[config.mk]
export PLATFORM = sky130hd
export DESIGN_NAME = gpio_irq_bank
export DESIGN_NICKNAME = d
export VERILOG_FILES = /design/src/rtl/gpio_irq_pkg.sv /design/src/rtl/gpio_irq_ctrl.sv /design/src/rtl/gpio_irq_dp.sv /design/src/rtl/gpio_irq_bank.sv
export SDC_FILE = /design/constraint.sdc
export NUM_CORES = 1
export LEC_CHECK = 0
export BUFFER_PORTS_ARGS = -buffer_cell sky130_fd_sc_hd__buf_4
export CORE_ASPECT_RATIO = 0.9
export CORE_MARGIN = 1.5
export CORE_UTILIZATION = 45
export CTS_CLUSTER_DIAMETER = 80
export DETAILED_ROUTE_END_ITERATION = 12
export PLACE_DENSITY = 0.65
export SYNTH_ARGS = -nofsm -noshare
export SYNTH_HDL_FRONTEND = slang
export SYNTH_SLANG_ARGS = --single-unit
[constraint.sdc]
create_clock -name clk -period 4.9 [get_ports clk]
set_input_delay 0.98 -clock clk [delete_from_list [all_inputs] [get_ports clk]]
set_output_delay 0.98 -clock clk [all_outputs]
set_load 0.02 [all_outputs]
[src/rtl/gpio_irq_pkg.sv]
package gpio_irq_pkg;
  localparam int REG_IDX_W = 3;

  typedef enum logic [REG_IDX_W-1:0] {
    REG_MASK = 3'd0,
    REG_EN   = 3'd1,
    REG_DIS  = 3'd2,
    REG_STAT = 3'd3,
    REG_TYPE = 3'd4,
    REG_POL  = 3'd5,
    REG_ANY  = 3'd6
  } regIdx_e;

  typedef struct packed {
    logic maskSet;
    logic maskClr;
    logic statusClr;
    logic typeWr;
    logic polWr;
    logic anyWr;
  } strobe_t;
endpackage

[src/rtl/gpio_irq_ctrl.sv]
module gpio_irq_ctrl
  import gpio_irq_pkg::*;
#(
  parameter int NUM_PINS = 32
) (
  input  logic                 clk,
  input  logic                 rst_n,
  input  logic                 wrEn,
  input  logic [REG_IDX_W-1:0] wrAddr,
  input  logic [REG_IDX_W-1:0] rdAddr,
  input  logic [NUM_PINS-1:0]  maskVal,
  input  logic [NUM_PINS-1:0]  statusVal,
  input  logic [NUM_PINS-1:0]  typeVal,
  input  logic [NUM_PINS-1:0]  polVal,
  input  logic [NUM_PINS-1:0]  anyVal,
  output strobe_t              strb,
  output logic [NUM_PINS-1:0]  rdData
);
  // Write decode: at most one strobe per write; index 0 is read-only.
  always_comb begin
    strb           = '0;
    strb.maskClr   = wrEn && (wrAddr == REG_EN);
    strb.maskSet   = wrEn && (wrAddr == REG_DIS);
    strb.statusClr = wrEn && (wrAddr == REG_STAT);
    strb.typeWr    = wrEn && (wrAddr == REG_TYPE);
    strb.polWr     = wrEn && (wrAddr == REG_POL);
    strb.anyWr     = wrEn && (wrAddr == REG_ANY);
  end

  always_comb begin
    case (rdAddr)
      REG_MASK: rdData = maskVal;
      REG_STAT: rdData = statusVal;
      REG_TYPE: rdData = typeVal;
      REG_POL:  rdData = polVal;
      REG_ANY:  rdData = anyVal;
      default:  rdData = '0;
    endcase
  end

  // a write to the mask view index raises no strobe at all
  assert_mask_view_ro_R4: assert property (@(posedge clk) disable iff (!rst_n)
    (wrEn && wrAddr == REG_MASK) |-> (strb == '0));
  assert_one_strobe_R4: assert property (@(posedge clk) disable iff (!rst_n)
    $onehot0(strb));
endmodule

[src/rtl/gpio_irq_dp.sv]
module gpio_irq_dp
  import gpio_irq_pkg::*;
#(
  parameter int NUM_PINS = 32
) (
  input  logic                clk,
  input  logic                rst_n,
  input  logic [NUM_PINS-1:0] pinIn,
  input  logic [NUM_PINS-1:0] wrData,
  input  strobe_t             strb,
  output logic [NUM_PINS-1:0] maskR,
  output logic [NUM_PINS-1:0] statusR,
  output logic [NUM_PINS-1:0] typeR,
  output logic [NUM_PINS-1:0] polR,
  output logic [NUM_PINS-1:0] anyR,
  output logic                irqOut
);
  logic [NUM_PINS-1:0] pinPrev;
  logic [NUM_PINS-1:0] evt;
  logic [NUM_PINS-1:0] clrMask;

  // Per-pin trigger decode
  for (genvar i = 0; i < NUM_PINS; i++) begin : g_pin
    logic rise, fall, edgeHit, levelHit;
    assign rise     = pinIn[i] & ~pinPrev[i];
    assign fall     = ~pinIn[i] & pinPrev[i];
    assign edgeHit  = anyR[i] ? (rise | fall) : (polR[i] ? rise : fall);
    assign levelHit = (pinIn[i] == polR[i]);
    assign evt[i]   = typeR[i] ? edgeHit : levelHit;
  end

  assign clrMask = strb.statusClr ? wrData : '0;

  always_ff @(posedge clk) begin
    if (!rst_n) begin
      pinPrev <= '0;
      maskR   <= '1;
      statusR <= '0;
      typeR   <= '0;
      polR    <= '0;
      anyR    <= '0;
      irqOut  <= 1'b0;
    end else begin
      pinPrev <= pinIn;
      if (strb.maskSet)      maskR <= maskR | wrData;
      else if (strb.maskClr) maskR <= maskR & ~wrData;
      if (strb.typeWr) typeR <= wrData;
      if (strb.polWr)  polR  <= wrData;
      if (strb.anyWr)  anyR  <= wrData;
      statusR <= (statusR & ~clrMask) | evt;
      irqOut  <= |(statusR & ~maskR);
    end
  end

  assert_en_clears_R2: assert property (@(posedge clk) disable iff (!rst_n)
    strb.maskClr |=> ((maskR & $past(wrData)) == '0));
  assert_en_keeps_R2: assert property (@(posedge clk) disable iff (!rst_n)
    strb.maskClr |=> ((maskR & ~$past(wrData)) == ($past(maskR) & ~$past(wrData))));
  assert_dis_sets_R3: assert property (@(posedge clk) disable iff (!rst_n)
    strb.maskSet |=> ((maskR & $past(wrData)) == $past(wrData)));
  assert_mask_hold_R4: assert property (@(posedge clk) disable iff (!rst_n)
    !(strb.maskSet || strb.maskClr) |=> $stable(maskR));
  assert_set_wins_R10: assert property (@(posedge clk) disable iff (!rst_n)
    (evt != '0) |=> ((statusR & $past(evt)) == $past(evt)));
  assert_w1c_R10: assert property (@(posedge clk) disable iff (!rst_n)
    strb.statusClr |=> ((statusR & $past(wrData & ~evt)) == '0));
  assert_sticky_R11: assert property (@(posedge clk) disable iff (!rst_n)
    !strb.statusClr |=> ((statusR & $past(statusR)) == $past(statusR)));
  assert_irq_follow_R12: assert property (@(posedge clk) disable iff (!rst_n)
    irqOut |-> ($past(statusR & ~maskR) != '0));
endmodule

[src/rtl/gpio_irq_bank.sv]
module gpio_irq_bank
  import gpio_irq_pkg::*;
#(
  parameter int NUM_PINS = 32
) (
  input  logic                 clk,
  input  logic                 rst_n,
  input  logic [NUM_PINS-1:0]  pinIn,
  input  logic                 wrEn,
  input  logic [REG_IDX_W-1:0] wrAddr,
  input  logic [NUM_PINS-1:0]  wrData,
  input  logic [REG_IDX_W-1:0] rdAddr,
  output logic [NUM_PINS-1:0]  rdData,
  output logic                 irqOut
);
  strobe_t             strb;
  logic [NUM_PINS-1:0] maskR, statusR, typeR, polR, anyR;

  gpio_irq_ctrl #(.NUM_PINS(NUM_PINS)) u_ctrl (
    .clk(clk), .rst_n(rst_n), .wrEn(wrEn), .wrAddr(wrAddr), .rdAddr(rdAddr),
    .maskVal(maskR), .statusVal(statusR), .typeVal(typeR), .polVal(polR),
    .anyVal(anyR), .strb(strb), .rdData(rdData)
  );

  gpio_irq_dp #(.NUM_PINS(NUM_PINS)) u_dp (
    .clk(clk), .rst_n(rst_n), .pinIn(pinIn), .wrData(wrData), .strb(strb),
    .maskR(maskR), .statusR(statusR), .typeR(typeR), .polR(polR),
    .anyR(anyR), .irqOut(irqOut)
  );
endmodule

Word-level counts from Yosys, hierarchy flattened --
Cells that the tools add are included.
Cells by class: multiplexer cells 100, reductions and logical operators 9, $lt $le $gt $ge 0, shift operators 0, $add $sub $neg 0, $mul 0, bitwise gates (word level) 168, equal/unequal tests 42, divide/modulo/power cells 0
Operators with widths (count):
- 32-bit case mux with 5 select lines | 1
- 32-bit bitwise AND | 3
- 1-bit two-way mux | 96
- 32-bit two-way mux | 3
- 32-bit NOT | 3
- 1-bit bitwise AND | 64
- 1-bit NOT | 64
- 32-bit bitwise OR | 2
- 1-bit == test | 32
- 1-bit bitwise OR | 32
- 32-bit OR reduction | 1
- 3-bit == test (second input constant) | 6
- 3-bit by 2-bit == test with 1-bit output (second input constant) | 3
- 1-bit logical AND | 6
- 3-bit by 1-bit == test with 1-bit output (second input constant) | 1
- 3-bit zero test | 1
- 2-bit nonzero test | 1
Word-level totals: output and inout port bits 33, memories 0, word-level logic and storage cells 326, bits of input ports 73, latch bits 0, ROM bits 0, bits in writable memories 0, flip-flop bits (word level) 193

Depth between registers and ports, before layout --
depth after elaboration 6, depth in mapped cells 6, mapped depth without buffers 6

Cells and area by module --
From an unflattened synthesis, not the netlist that was laid out.
Unflattened totals: cells, all modules 1161, area total of the unflattened synthesis 10405.0 um^2
Modules (own cells, without submodules):
- gpio_irq_dp | cells an instance 961, seq. area each 3863.7 um^2, area an instance 8848.5 um^2, times used 1
- gpio_irq_ctrl | cells an instance 200, seq. area each 0.0 um^2, area an instance 1556.5 um^2, times used 1

Worst setup path before layout --
No wires, ideal clock.
kind input -> output, start input rdAddr[0], end output rdData[10], stages on the path 6, arrival time 2.201 ns, path slack 1.719 ns, path through buf_2 > nor2b_1 > clkbuf_1 > clkbuf_1 > a22oi_1 > a21oi_1
Between the ends: word-level cells in the longest chain between the ends 2, elaborated cells on any way between the ends 6, classes of those cells 4 x eq/ne; 1 x mux; 1 x reduce/logical
Ends and longest elaborated chain:
- start, declared | RTL line gpio_irq_bank.sv:12 | input logic [REG_IDX_W-1:0] rdAddr,
- 3-bit == test (tied with other cells) | RTL line gpio_irq_ctrl.sv:31 | case (rdAddr)
- 32-bit case mux with 5 select lines (*) | RTL line gpio_irq_ctrl.sv:31
- end, declared | RTL line gpio_irq_bank.sv:13 | output logic [NUM_PINS-1:0] rdData,
Mark *: on every way between the ends. The rest lies on a longest branch, timed or not.

Worst setup path after layout --
start input rdAddr[2], end output rdData[21]
The elaborated chain is that of the path after synthesis.

==> run summary <==
Entering global routing, the biggest net connects 93 pins. Yosys attributes the largest share of cell area to dfxtp_1, nand2_1, a21oi_1. The congestion estimate from routability-driven global placement came to 0.834. Among all flip-flop cells after synthesis, the most frequent one is dfxtp_1.

The logs give 0.44 ns for the insertion delay of the later-clocked pin in the worst-skew pair and 0.00867 ns for the worst clock skew on the final layout. Final hold analysis gives a worst-case slack of 0.488 ns. The area added between synthesis and finish came out at 16.1%. The run gives 0 as the total count of max-transition violations in the final report. Dividing the detail-routed wire length by the instance count gives 18.1 um. TritonCTS built the clock tree.

The cell at the root of the clock tree was clkbuf_16. The count of flip-flops with a built-in enable after synthesis is 0, and the worst-case reg-to-reg path depth is 6. The met2 demand-to-capacity share in global routing is 41.3%.

Summing every instance area after synthesis gives 10,000 sq um. Based on the critical path, the design can be clocked at up to 0.282 GHz. The die width is 160 um, and the global-route track usage on met3 is 3.81%. In this run the tool buffered the top-level ports with 105 buffer cells.

Across the VDD grid, the largest voltage drop is 0.218 mV. The multi-input combinational cells in the finished layout cover a total of 5470 sq um. The die covers 23,100 sq um.

Of the available clock period, the critical path in the final layout requires 72.4%. Each instance of the synthesized netlist takes up on average 8.09 sq um. The repair_antennas step left the layout with diodes totalling 0. For this run, design rule violations remaining after detail routing come to 0. Synthesis instantiated 30 different standard cells from the library. The biggest area contributor in the post-synthesis netlist is dfxtp_1. The data arrival time of the critical path was 2.57 ns; the hold violation total from the final report was 0. The number of filler instances in the final layout came out at 2,053. In this run, post-CTS hold repair placed 0 buffers. For this run, the total global-route usage over all layers was measured as 25.2%.

met2 is the most crowded layer. The logs give 45.5 mm for the global-route wire length before repair and 8,840 for the total number of vias. The first routing iteration left 826 violations. Final sum of negative setup slack: 0 ns. The logs give 1,374 for the synthesized net count and 0 for the number of antenna-violating nets in the routed design. Registers take 3860 sq um.

For the register area share after synthesis, the log shows 38.6%. Clock tree synthesis found a total of 193 sinks. Setup repair after global routing left no endpoint under its margin.

The floorplan has 51 rows. The post-layout minimum cycle time came out at 3.55 ns. The region available for standard cell placement spans 21,700 sq um. The number of nets in the final layout came out at 1,434.

The run finished with clean final reports. For met1 alone, demand over resource in global routing was 34.3%. Clock-pin slew was measured on the worst setup and hold paths at 0.07 ns. For the wire length reported by the detailed router, the log shows 29.0 mm. The top-area cell type share of the netlist area is 38.6%. Setup violations remaining at the end of the flow were counted as 0. Of all flip-flops after synthesis, the portion carrying an async set or reset was 0%. Worst slew slack as a fraction of its limit: 31.5%. The tightest min-delay check is of the reg2reg type.

The TritonCTS buffer count was 17; the warning count from the yosys run was 0. Before antenna repair, the detailed router went through 5 iterations. At the pin with the least slew margin, the transition time is 1.03 ns. The run gives 4 as the CTS H-tree depth. The mean number of vias per cell is 5.52, and the die outline height is 144 um.

The data required time at the worst endpoint was 3.92 ns; the initial antenna violation count was 0. 106 I/O pins were placed. The run gives 1,237 as the cell count after synthesis.

Post-CTS timing repair inserted 0 buffers for setup. Along the worst path, the maximum fanout reaches 35. The instance count along the most critical hold path was 2. Synthesis inferred 193 register bits. The run gives 46.1% as the initial core utilization. In the final layout, the share of cells above drive strength 1 is 14.6%. The number of global-route vias before repair is 8,239, and the post-cts resize count is 0. The max-capacitance violation count was 0.

For the placed wire-length estimate after detailed placement, the log shows 19.1 mm. Type of the worst setup path: in2out. The tools report the capturing element type of the critical path as an output port. The startpoint type of the worst setup path was an input port. The analysis attributes to cell leakage a power of 4.74 nW.

The logs give 0 for the global route total overflow and 2 for the maximum root-to-sink buffer count. Power spread over the standard cell area amounts to 322 nW/um^2.
[cells in the mapped netlist, types with 2 or more instances]
library cell,n
nand2_1,258
xor2_1,32
nor4_1,4
nor3b_2,2
nor2_1,64
dfxtp_1,193
and2_1,2
mux2_2,32
clkbuf_1,57
buf_1,4
a21oi_1,160
o22ai_1,16
buf_6,3
nor2b_1,5
o211ai_1,32
buf_2,14
a221o_1,32
a211oi_1,32
o21ai_0,32
o21a_1,32
inv_1,96
nand3_1,2
mux2i_1,32
a22oi_1,32
ha_1,64
[cells in the final DEF (no fill, tap or decap), drive strengths merged, types with 2 or more instances in the layout]
cell / count
o211ai: 32
o21a: 32
buf: 119
ha: 64
nor3b: 2
a22oi: 32
nand3: 2
nor2b: 5
dfxtp: 193
xor2: 32
nand2: 258
a221o: 32
mux2i: 32
o21ai: 32
a21oi: 160
clkinvlp: 2
nor2: 64
a211oi: 32
nor4: 4
clkbuf: 18
o22ai: 16
and2: 2
inv: 99
bufinv: 5
clkinv: 5
mux2: 32
[path summary, 6_finish.rpt]
path | startpoint | to | slack [ns]
setup reg to reg | u_dp.pinPrev[15] | u_dp.statusR[15] | 3.51
hold / removal | u_dp.anyR[30] | u_dp.anyR[30] | 0.49
setup / recovery | rdAddr[2] | rdData[21] | 1.35
hold reg to reg | u_dp.anyR[30] | u_dp.anyR[30] | 0.49
[cells by family after synthesis]
family                     count (synthesis)  share of synthesized area, %
AOI/OAI and AO/OA                        369                          23.5
and+or+nand+nor                          339                          13.2
DFF                                      193                          38.6
buffers and inverters                    175                          6.97
muxes                                     64                          6.80
adders and majority gates                 64                          8.00
xor gates and xnor gates                  33                          2.89
[worst max-delay path, cell delays in order]
cell     delay (ns)
buf_4          0.52
nor2b_2        0.28
buf_4          0.27
a22oi_1        0.12
a21oi_1        0.20
buf_4          0.17
[report_power, final]
group	internal, mW	switching (mW)	total (mW)
clock network	0.907	0.641	1.55
registers	1.63	0.0535	1.69
logic	0.203	0.304	0.507
[area by class of cell]
| type | count | share of cell area, % |
|---|---|---|
| multi-input cells | 869 | 47.1 |
| flip-flops and latches | 193 | 33.3 |
| repair buffers | 119 | 7.80 |
| clock buffers | 18 | 3.70 |
| inverters | 97 | 3.16 |
| well taps | 291 | 3.14 |
| clock inverters | 14 | 1.82 |
[per-stage QoR]
| stage | setup slack [ns] | utilization (%) | instance area, sq um | cells | total power, mW |
|---|---|---|---|---|---|
| detailed placement | 1.38 | 50.6 | 11000 | 1569 | 2.22 |
| CTS | 1.38 | 53.5 | 11600 | 1601 | 3.75 |
| global placement | 1.38 | 50.6 | 11000 | 1569 | 2.22 |
| global route | 1.27 | 53.5 | 11600 | 1601 | 3.88 |
| floorplan | 1.72 | - | 10000 | 1237 | 2.00 |
| finish | 1.35 | 53.5 | 11600 | 1601 | 3.74 |
[metal layers]
layer	up-vias	wire length (um)
li1	4359	-
met1	4172	13700
met2	281	13100
met3	28	1680
met4	0	520
met5	-	0
(Power assumes the default switching activity.)
